## src/rtl/i2c_unstick_pkg.sv

```systemverilog
package i2c_unstick_pkg;
  typedef enum logic [1:0] {
    ST_IDLE = 2'd0,
    ST_HALT = 2'd1,
    ST_HIGH = 2'd2,
    ST_LOW  = 2'd3
  } seq_state_t;
endpackage

```

## src/rtl/i2c_unstick_sync.sv

```systemverilog
module i2c_unstick_sync #(
  parameter int WIDTH  = 2,
  parameter int STAGES = 2
) (
  input  logic             clk,
  input  logic             rst_n,
  input  logic [WIDTH-1:0] d,
  output logic [WIDTH-1:0] q
);
  logic [WIDTH-1:0] stage_q [STAGES];

  // Idle bus lines are high, so the chain resets to ones.
  generate
    for (genvar s = 0; s < STAGES; s++) begin : g_stage
      if (s == 0) begin : g_first
        always_ff @(posedge clk or negedge rst_n)
          if (!rst_n) stage_q[s] <= '1;
          else        stage_q[s] <= d;
      end else begin : g_next
        always_ff @(posedge clk or negedge rst_n)
          if (!rst_n) stage_q[s] <= '1;
          else        stage_q[s] <= stage_q[s-1];
      end
    end
  endgenerate

  assign q = stage_q[STAGES-1];
endmodule

```

## src/rtl/i2c_unstick_timer.sv

```systemverilog
module i2c_unstick_timer #(
  parameter int CYCLES = 500
) (
  input  logic clk,
  input  logic rst_n,
  input  logic load,
  output logic expire
);
  localparam int W = (CYCLES > 1) ? $clog2(CYCLES) : 1;

  logic [W-1:0] cnt_q;

  always_ff @(posedge clk or negedge rst_n) begin
    if (!rst_n)              cnt_q <= '0;
    else if (load)           cnt_q <= W'(CYCLES - 1);
    else if (cnt_q != '0)    cnt_q <= cnt_q - 1'b1;
  end

  assign expire = (cnt_q == '0);

  // the phase counter steps down by one per clock until reloaded
  assert_phase_countdown_R3: assert property (@(posedge clk) disable iff (!rst_n)
    (!load && cnt_q != '0) |=> (cnt_q == $past(cnt_q) - 1'b1));
endmodule

```

## src/rtl/i2c_unstick.sv

```systemverilog
module i2c_unstick
  import i2c_unstick_pkg::*;
#(
  parameter int PHASE_CYCLES = 500,
  parameter int MAX_PULSES   = 9,
  parameter int SYNC_STAGES  = 2
) (
  input  logic clk,
  input  logic rst_n,
  input  logic start,
  input  logic eng_idle,
  input  logic sda_in,
  input  logic scl_in,
  output logic scl_force_low,
  output logic engine_halt,
  output logic done,
  output logic failed
);
  localparam int CW = $clog2(MAX_PULSES + 1);
  localparam logic [CW-1:0] LAST_PULSE = CW'(MAX_PULSES);

  seq_state_t    state_q;
  logic [CW-1:0] pulse_q;
  logic          done_q, failed_q;
  logic [1:0]    lines_s;
  logic          sda_s, scl_s, lines_low;
  logic          phase_load, phase_end;

  i2c_unstick_sync #(.WIDTH(2), .STAGES(SYNC_STAGES)) u_sync (
    .clk(clk), .rst_n(rst_n), .d({sda_in, scl_in}), .q(lines_s)
  );
  assign sda_s     = lines_s[1];
  assign scl_s     = lines_s[0];
  assign lines_low = !sda_s && !scl_s;

  always_comb begin
    phase_load = 1'b0;
    unique case (state_q)
      ST_HALT: phase_load = eng_idle;
      ST_HIGH: phase_load = phase_end && lines_low;
      ST_LOW:  phase_load = phase_end && (pulse_q != LAST_PULSE);
      default: phase_load = 1'b0;
    endcase
  end

  i2c_unstick_timer #(.CYCLES(PHASE_CYCLES)) u_timer (
    .clk(clk), .rst_n(rst_n), .load(phase_load), .expire(phase_end)
  );

  always_ff @(posedge clk or negedge rst_n) begin
    if (!rst_n) begin
      state_q  <= ST_IDLE;
      pulse_q  <= '0;
      done_q   <= 1'b0;
      failed_q <= 1'b0;
    end else begin
      unique case (state_q)
        ST_IDLE: if (start) begin
          state_q  <= ST_HALT;
          pulse_q  <= '0;
          done_q   <= 1'b0;
          failed_q <= 1'b0;
        end
        ST_HALT: if (eng_idle) state_q <= ST_HIGH;
        ST_HIGH: if (phase_end) begin
          if (lines_low) begin
            state_q <= ST_LOW;
            pulse_q <= pulse_q + 1'b1;
          end else begin
            state_q <= ST_IDLE;
            done_q  <= 1'b1;
          end
        end
        ST_LOW: if (phase_end) begin
          if (pulse_q == LAST_PULSE) begin
            state_q  <= ST_IDLE;
            failed_q <= 1'b1;
          end else begin
            state_q <= ST_HIGH;
          end
        end
        default: state_q <= ST_IDLE;
      endcase
    end
  end

  assign scl_force_low = (state_q == ST_LOW);
  assign engine_halt   = (state_q != ST_IDLE);
  assign done          = done_q;
  assign failed        = failed_q;

  // no clocking while the engine has not yet reported idle
  assert_wait_engine_R2: assert property (@(posedge clk) disable iff (!rst_n)
    (state_q == ST_HALT && !eng_idle) |=> (state_q == ST_HALT && !scl_force_low));

  // a low phase only starts when both lines were sampled low
  assert_low_needs_stuck_R4: assert property (@(posedge clk) disable iff (!rst_n)
    $rose(scl_force_low) |-> $past(lines_low));

  // the pulse count never passes the limit
  assert_pulse_cap_R5: assert property (@(posedge clk) disable iff (!rst_n)
    pulse_q <= LAST_PULSE);

  // the two outcomes are exclusive
  assert_outcome_excl_R6: assert property (@(posedge clk) disable iff (!rst_n)
    !(done_q && failed_q));

  // a trigger during a run never clears the pulse count
  assert_busy_trigger_ignored_R7: assert property (@(posedge clk) disable iff (!rst_n)
    (state_q != ST_IDLE && start) |=> (pulse_q >= $past(pulse_q)));
endmodule

```

## config.mk

```make
export PLATFORM = sky130hd
export DESIGN_NAME = i2c_unstick
export DESIGN_NICKNAME = d
export VERILOG_FILES = /design/src/rtl/i2c_unstick_pkg.sv /design/src/rtl/i2c_unstick_sync.sv /design/src/rtl/i2c_unstick_timer.sv /design/src/rtl/i2c_unstick.sv
export SDC_FILE = /design/constraint.sdc
export NUM_CORES = 1
export LEC_CHECK = 0
export CORE_MARGIN = 2
export CORE_UTILIZATION = 44
export CTS_BUF_LIST = sky130_fd_sc_hd__clkbuf_2 sky130_fd_sc_hd__clkbuf_4 sky130_fd_sc_hd__clkbuf_8
export DETAILED_ROUTE_END_ITERATION = 7
export PLACE_DENSITY = 0.64
export SLEW_MARGIN = 30
export SYNTH_ARGS = -nofsm -noshare
export SYNTH_HDL_FRONTEND = slang
export SYNTH_SLANG_ARGS = --single-unit
```

## constraint.sdc

```tcl
create_clock -name clk -period 2.24 [get_ports clk]
set_clock_uncertainty 0.2 [all_clocks]
set_input_delay 0.56 -clock clk [delete_from_list [all_inputs] [get_ports clk]]
set_output_delay 0.56 -clock clk [all_outputs]
set_load 0.05 [all_outputs]
```

==> impl_metrics.toml, run 1 <==
[run_status]
outcome = "finished clean"

[critical_path]
slowest_stage = "or4_1"
timing.critical_path.required_ns = 2.26
cell_type_group_with_the_largest_total_delay_on_the_critical_path = "simple AND/OR/NAND/NOR gates"
worst_ep_arrival_time_ns = 2.22
critical_path.max_fanout = 7
critical_path.max_stage_delay_ns = 0.47
endpoint_kind = "register"
cp_cell_sequence = "inv_2 > ha_2 > or3b_4 > buf_4 > or4_1 > o211ai_1"
r2r_start = "u_timer.cnt_q[0]$_DFFE_PN0P_"
timing.critical_path.buf_inv = 2
start_kind = "register"
path_class = "reg -> reg"
setup.worst_path.start = "u_timer.cnt_q[0]$_DFFE_PN0P_"

[logic_synthesis]
yosys-top-cells-area = "dfrtp_1 (40%), dfstp_2 (9.9%), mux2i_1 (3.8%)"
syn_nets = 111
netlist_instances = 102
yosysWarningCount = 0
synth_cell_types = 37
synth-seq-cells = 21
syn_avg_cell_area_um2 = 10.5
netlist.top_cell.by_area = "dfrtp_1"
synth_top_cell_area_share = 0.399
syn_area_um2 = 1070
yosysSeqAreaShare = 0.498

[cells_and_area]
area_growth_syn_to_layout_pct = 18.9
layout.area.seq_um2 = 531
postLayoutCoreUtil = 0.562
n_antenna_cell = 0
design.final.nets = 128
post-route-cell-area_um2 = 1270
mostFrequentLayoutCells = "dfrtp_1 (17), buf_4 (11), nand2_1 (10)"
layout.cells.most_common = "dfrtp_1"
multi_input_area_um2 = 500
fill_cells = 206
drive_gt1_frac = 0.271

[placed_design]
io_buffer_count = 9
place_worst_setup_slack_ns = 0.0698
placed_cell_area_um2 = 1220
gpl.final_weighted_congestion = 0.799
place.detailed.hpwl_mm = 1.53

[clocking]
cts_root_buffer = "clkbuf_4"
cts_hold_buffers = 0
worst_setup_hold_path_clk_slew_ns = 0.12
clock_path_buffers = 2
later_pin_clock_latency_in_the_skew_report_ns = 0.30
cts_tree = "built"
cts_buffers = 3
cts_num_sinks = 21
cts-htree-levels = 1

[die]
die_y_um = 53.2
floorplan.die_area_um2 = 2830
placeableCoreArea_um2 = 2250
die_w_um = 53.2
floorplan.initialDensity = 0.473
pin_count = 10
rows = 17

[power]
peakVddDrop_v = 0.000669
power_w = 0.00125
powerDensity_nw_per_um2 = 988
p_leak_nw = 0.549

[sta]
final.hold.worst_slack_ns = 0.163
worst-slew-pin-transition_ns = 0.558
fin_ws_ns = 0.0344
timing.final.max_slew_violations = 0
maxClockFrequency_mhz = 453
maxSlewHeadroom = 0.625
timing_hold_violations_final = 0
period_share = 0.985
period_needed_ns = 2.21
setup_viol = 0

[flow_run]
max_cap_viol_count = 0

[hold_path]
min-delay-path-class = "reg -> reg"
hold_start = "u_sync.stage_q[2]$_DFF_PN1_"

[grt]
globalRouteTotalUtil = 0.171
grt_overflow = 0
number_of_antenna_violations_at_the_first_check_in_global_routing = 0
maximum_number_of_pins_on_one_net_before_global_route_repair = 22
grt_pass1_wl_mm = 3.46
grt_pass1_vias = 777

[routing]
postRouteWirelength_mm = 2.13
via_count = 806
final_antenna_net_count = 0
detail_route.vias_per_cell = 5.52
route.detailed.drc = 0
drt-wirelength-per-cell_um = 14.6
initialDrtViolationCount = 5
drtPass1Iterations = 4
-- cell type report --
class | instances | area share
clock buffer | 4 | 0.0237
inverter | 5 | 0.0148
multi-input combinational | 71 | 0.395
sequential | 21 | 0.419
tap | 28 | 0.0276
timing repair buffer | 17 | 0.120
-- registers in the layout, indices dropped and copies added, names as in the netlist --
name            cells
u_sync.stage_q      2
u_sync.q            2
done                1
u_timer.cnt_q       9
state_q             2
pulse_q             4
failed              1
-- worst register-to-register path: cells and delay by family (launching register included) --
kind / cells / cell delay (ns)
compound gates: 1 / 0.21
flops: 1 / 0.42
simple gates: 2 / 0.87
fa+ha+maj: 1 / 0.18
buf+inv: 2 / 0.25
-- synthesized netlist by cell type --
cell type   n
o22ai_1     1
dfstp_2     4
a31oi_1     2
nand3b_1    2
inv_1       5
or4_4       1
nor2_1      5
nor3_2      2
nor4_4      1
or3_1       4
or4b_1      1
o21ai_1     1
nand2b_1    3
o211ai_1    1
o22ai_2     1
a21oi_1     6
a211o_1     1
o22a_4      1
or3b_1      1
buf_6       1
nor3_1      1
nand2_1    10
o21a_1      1
nand3_1     3
o21ai_0     4
clkbuf_1    4
xnor2_1     1
nor4_1      1
mux2i_1     4
and2_1      1
nor4b_1     1
dfrtp_1    17
or4_1       1
nand4_1     1
or2_2       2
o31ai_1     3
ha_1        3
-- cell families (layout without fill, tap and decap cells) --
kind of cell / after synthesis / in the layout / synth area share
adder cells (fa/ha/maj): 3 / 3 / 0.0352
buffers and inverters: 10 / 26 / 0.0423
multiplexers: 4 / 4 / 0.0376
flip-flops: 21 / 21 / 0.498
AO/OA/AOI/OAI: 22 / 22 / 0.141
XOR/XNOR: 1 / 1 / 0.00822
AND/OR/NAND/NOR: 41 / 41 / 0.238
-- metrics by stage --
stage | setup TNS (ns) | instances
finish | 0 | 146
floorplan | 0 | 102
global route | -0.0551 | 146
global placement | 0 | 141
detailed placement | 0 | 141
CTS | 0 | 145
-- path summary, 6_finish.rpt --
check	cells after the start	slack, ns	end
setup reg to reg	6	0.03	u_timer.cnt_q[6]$_DFFE_PN0P_
hold reg to reg	0	0.16	u_sync.q[0]$_DFF_PN1_
max in group asynchronous	2	1.18	u_sync.q[0]$_DFF_PN1_
min in group asynchronous	2	0.38	u_timer.cnt_q[3]$_DFFE_PN0P_
setup / recovery	6	0.03	u_timer.cnt_q[6]$_DFFE_PN0P_
hold / removal	0	0.16	u_sync.q[0]$_DFF_PN1_
-- power breakdown --
part / internal [W] / switching (W) / leakage, nW / total [W]
clock network: 0.0000814 / 0.000111 / 0.0184 / 0.000192
registers: 0.000480 / 0.000102 / 0.246 / 0.000582
logic: 0.000228 / 0.000250 / 0.285 / 0.000478
total: 0.000790 / 0.000463 / 0.549 / 0.00125
-- repair_timing --
item                       CTS  global route
hold endpoints to repair     0             0
resized for setup            0             4
buffers inserted             0             1
setup endpoints to repair    0             9
-- per-layer routing --
| layer | routed length [um] | vias to the layer above | global-route usage |
|---|---|---|---|
| met5 | 0 | - | 0 |
| met4 | 51 | 0 | 0.0641 |
| met3 | 92 | 6 | 0.0537 |
| met2 | 999 | 22 | 0.263 |
| met1 | 982 | 380 | 0.223 |
| li1 | - | 398 | - |
(Power assumes the default switching activity.)
==> run 2, diff against run 1 <==
CORE_MARGIN = 3   (was 2)
CTS_BUF_LIST = sky130_fd_sc_hd__clkbuf_8   (was sky130_fd_sc_hd__clkbuf_2 sky130_fd_sc_hd__clkbuf_4 sky130_fd_sc_hd__clkbuf_8)
==> run 2 against run 1 <==
Clock-buffer cell count is 1 lower. Critical path type unchanged. Die area is 7.7% higher. Register-to-register slack better by 0.05 ns. Cell area is 5.7% higher. Global-route usage is 1.8 points lower. Non-clock buffer count is 5 higher. Largest cell class unchanged. Hold slack worse by 0.0044 ns. Maximum frequency is 2.5% higher. Critical path depth is 2 lower. Sequential power is 0.7% lower. Worst setup slack better by 0.053 ns.
==> impl_metrics.toml, run 2 (synthesized netlist as in run 1, its figures left out) <==
[critical_path]
rr_endpoint = "u_timer.cnt_q[6]$_DFFE_PN0P_"
path_class = "reg -> reg"
rr_worst_depth = 4
timing.critical_path.required_ns = 2.22
endpoint_kind = "register"
critical_path.max_fanout = 7
start_kind = "register"
endpoint = "u_timer.cnt_q[6]$_DFFE_PN0P_"
setup.worst_path.start = "u_timer.cnt_q[5]$_DFFE_PN0P_"
r2r_start = "u_timer.cnt_q[5]$_DFFE_PN0P_"
r2r_setup_slack_ns = 0.09
worst_ep_arrival_time_ns = 2.14

[die]
placeableCoreArea_um2 = 2250
pin_count = 10
rows = 17
die_w_um = 55.2
floorplan.initialDensity = 0.473
floorplan.die_area_um2 = 3050
die_y_um = 55.2

[placed_design]
io_buffer_count = 9
place_worst_setup_slack_ns = 0.0243
place.detailed.hpwl_mm = 1.48
gpl.final_weighted_congestion = 0.735

[cells_and_area]
fill_cells = 182
design.final.nets = 133
layout.cells.most_common = "dfrtp_1"
multi_input_area_um2 = 512
largest_register_ffs = 9
area_growth_syn_to_layout_pct = 25.7
layout.area.seq_um2 = 531
n_antenna_cell = 0
largest-register = "u_timer.cnt_q"
layout_top_registers = "u_timer.cnt_q (9), pulse_q (4)"
drive_gt1_frac = 0.293
mostFrequentLayoutCells = "dfrtp_1 (17), buf_4 (14), nand2_1 (10)"

[grt]
maximum_number_of_pins_on_one_net_before_global_route_repair = 22
grt_pass1_vias = 846
grt_overflow = 0
grt_pass1_wl_mm = 3.77
globalRouteTotalUtil = 0.154
number_of_antenna_violations_at_the_first_check_in_global_routing = 0

[clocking]
cts_buffers = 3
cts_root_buffer = "clkbuf_8"
worst_setup_hold_path_clk_slew_ns = 0.08
cts_hold_buffers = 0
later_pin_clock_latency_in_the_skew_report_ns = 0.26
cts_num_sinks = 21
cts_tree = "built"
cts-htree-levels = 1
clock_path_buffers = 2

[routing]
initialDrtViolationCount = 11
drtPass1Iterations = 4
via_count = 841
detail_route.vias_per_cell = 5.57
final_antenna_net_count = 0
drt-wirelength-per-cell_um = 13.3
route.detailed.drc = 0
postRouteWirelength_mm = 2.02

[sta]
timing.final.max_slew_violations = 0
setup_repair_after_global_routing_missed_its_margin = "no"
final.hold.worst_slack_ns = 0.158
setup_viol = 0
maxSlewHeadroom = 0.806
fin_ws_ns = 0.0877
maxClockFrequency_mhz = 465
period_share = 0.961
worst-slew-pin-transition_ns = 0.290
totalNegativeSetupSlack_ns = 0
timing_hold_violations_final = 0
period_needed_ns = 2.15

[run_status]
outcome = "finished clean"

[hold_path]
whs_path_depth = 0
min-delay-path-class = "reg -> reg"

[power]
powerDensity_nw_per_um2 = 1000
p_leak_nw = 0.598
peakVddDrop_v = 0.000559

[flow_run]
max_cap_viol_count = 0
run 2: per-stage QoR:
step                utilization  std cells  cell area [um^2]  power, W
finish                    0.594        151              1340   0.00134
global route              0.594        151              1340   0.00146
CTS                       0.571        147              1290   0.00130
detailed placement        0.548        143              1230   0.00104
global placement          0.548        143              1230   0.00103
floorplan                     -        102              1070  0.000869
run 2: cell type report:
type,instances,share of cell area
flip-flops and latches,21,0.396
well taps,28,0.0261
repair buffers,22,0.148
clock buffers,3,0.0308
clock inverters,1,0.00373
multi-input cells,71,0.382
inverters,5,0.0140
run 2: routing by layer:
layer,GRT usage,share of wire,routed length (um)
met5,0,0,0
met4,0.0729,0.022,44
met2,0.236,0.48,975
met3,0.0350,0.037,75
met1,0.203,0.46,918
run 2: repair_timing:
| action | CTS | global route |
|---|---|---|
| pin swaps | 0 | 2 |
| endpoints found under the setup margin | 1 | 14 |
| resized for setup | 1 | 6 |
| buffers inserted | 0 | 4 |
run 2: how the worst min path moves through the flow:
stage                                startpoint               endpoint
finish              u_sync.stage_q[3]$_DFF_PN1_  u_sync.q[1]$_DFF_PN1_
global route        u_sync.stage_q[3]$_DFF_PN1_  u_sync.q[1]$_DFF_PN1_
CTS                 u_sync.stage_q[3]$_DFF_PN1_  u_sync.q[1]$_DFF_PN1_
detailed placement  u_sync.stage_q[3]$_DFF_PN1_  u_sync.q[1]$_DFF_PN1_
global placement    u_sync.stage_q[2]$_DFF_PN1_  u_sync.q[0]$_DFF_PN1_
floorplan                                 rst_n       done$_DFFE_PN0P_
run 2: where the power goes:
part	switching, W	internal [W]
clock network	0.000125	0.000124
registers	0.0000966	0.000481
logic	0.000259	0.000258
total	0.000481	0.000863
run 2: worst max-delay path, cell delays in order (launching register included):
cell and delay, ns:
dfrtp_1 0.42, or4_4 0.61, or3_1 0.50, o22a_4 0.26
o211ai_1 0.08
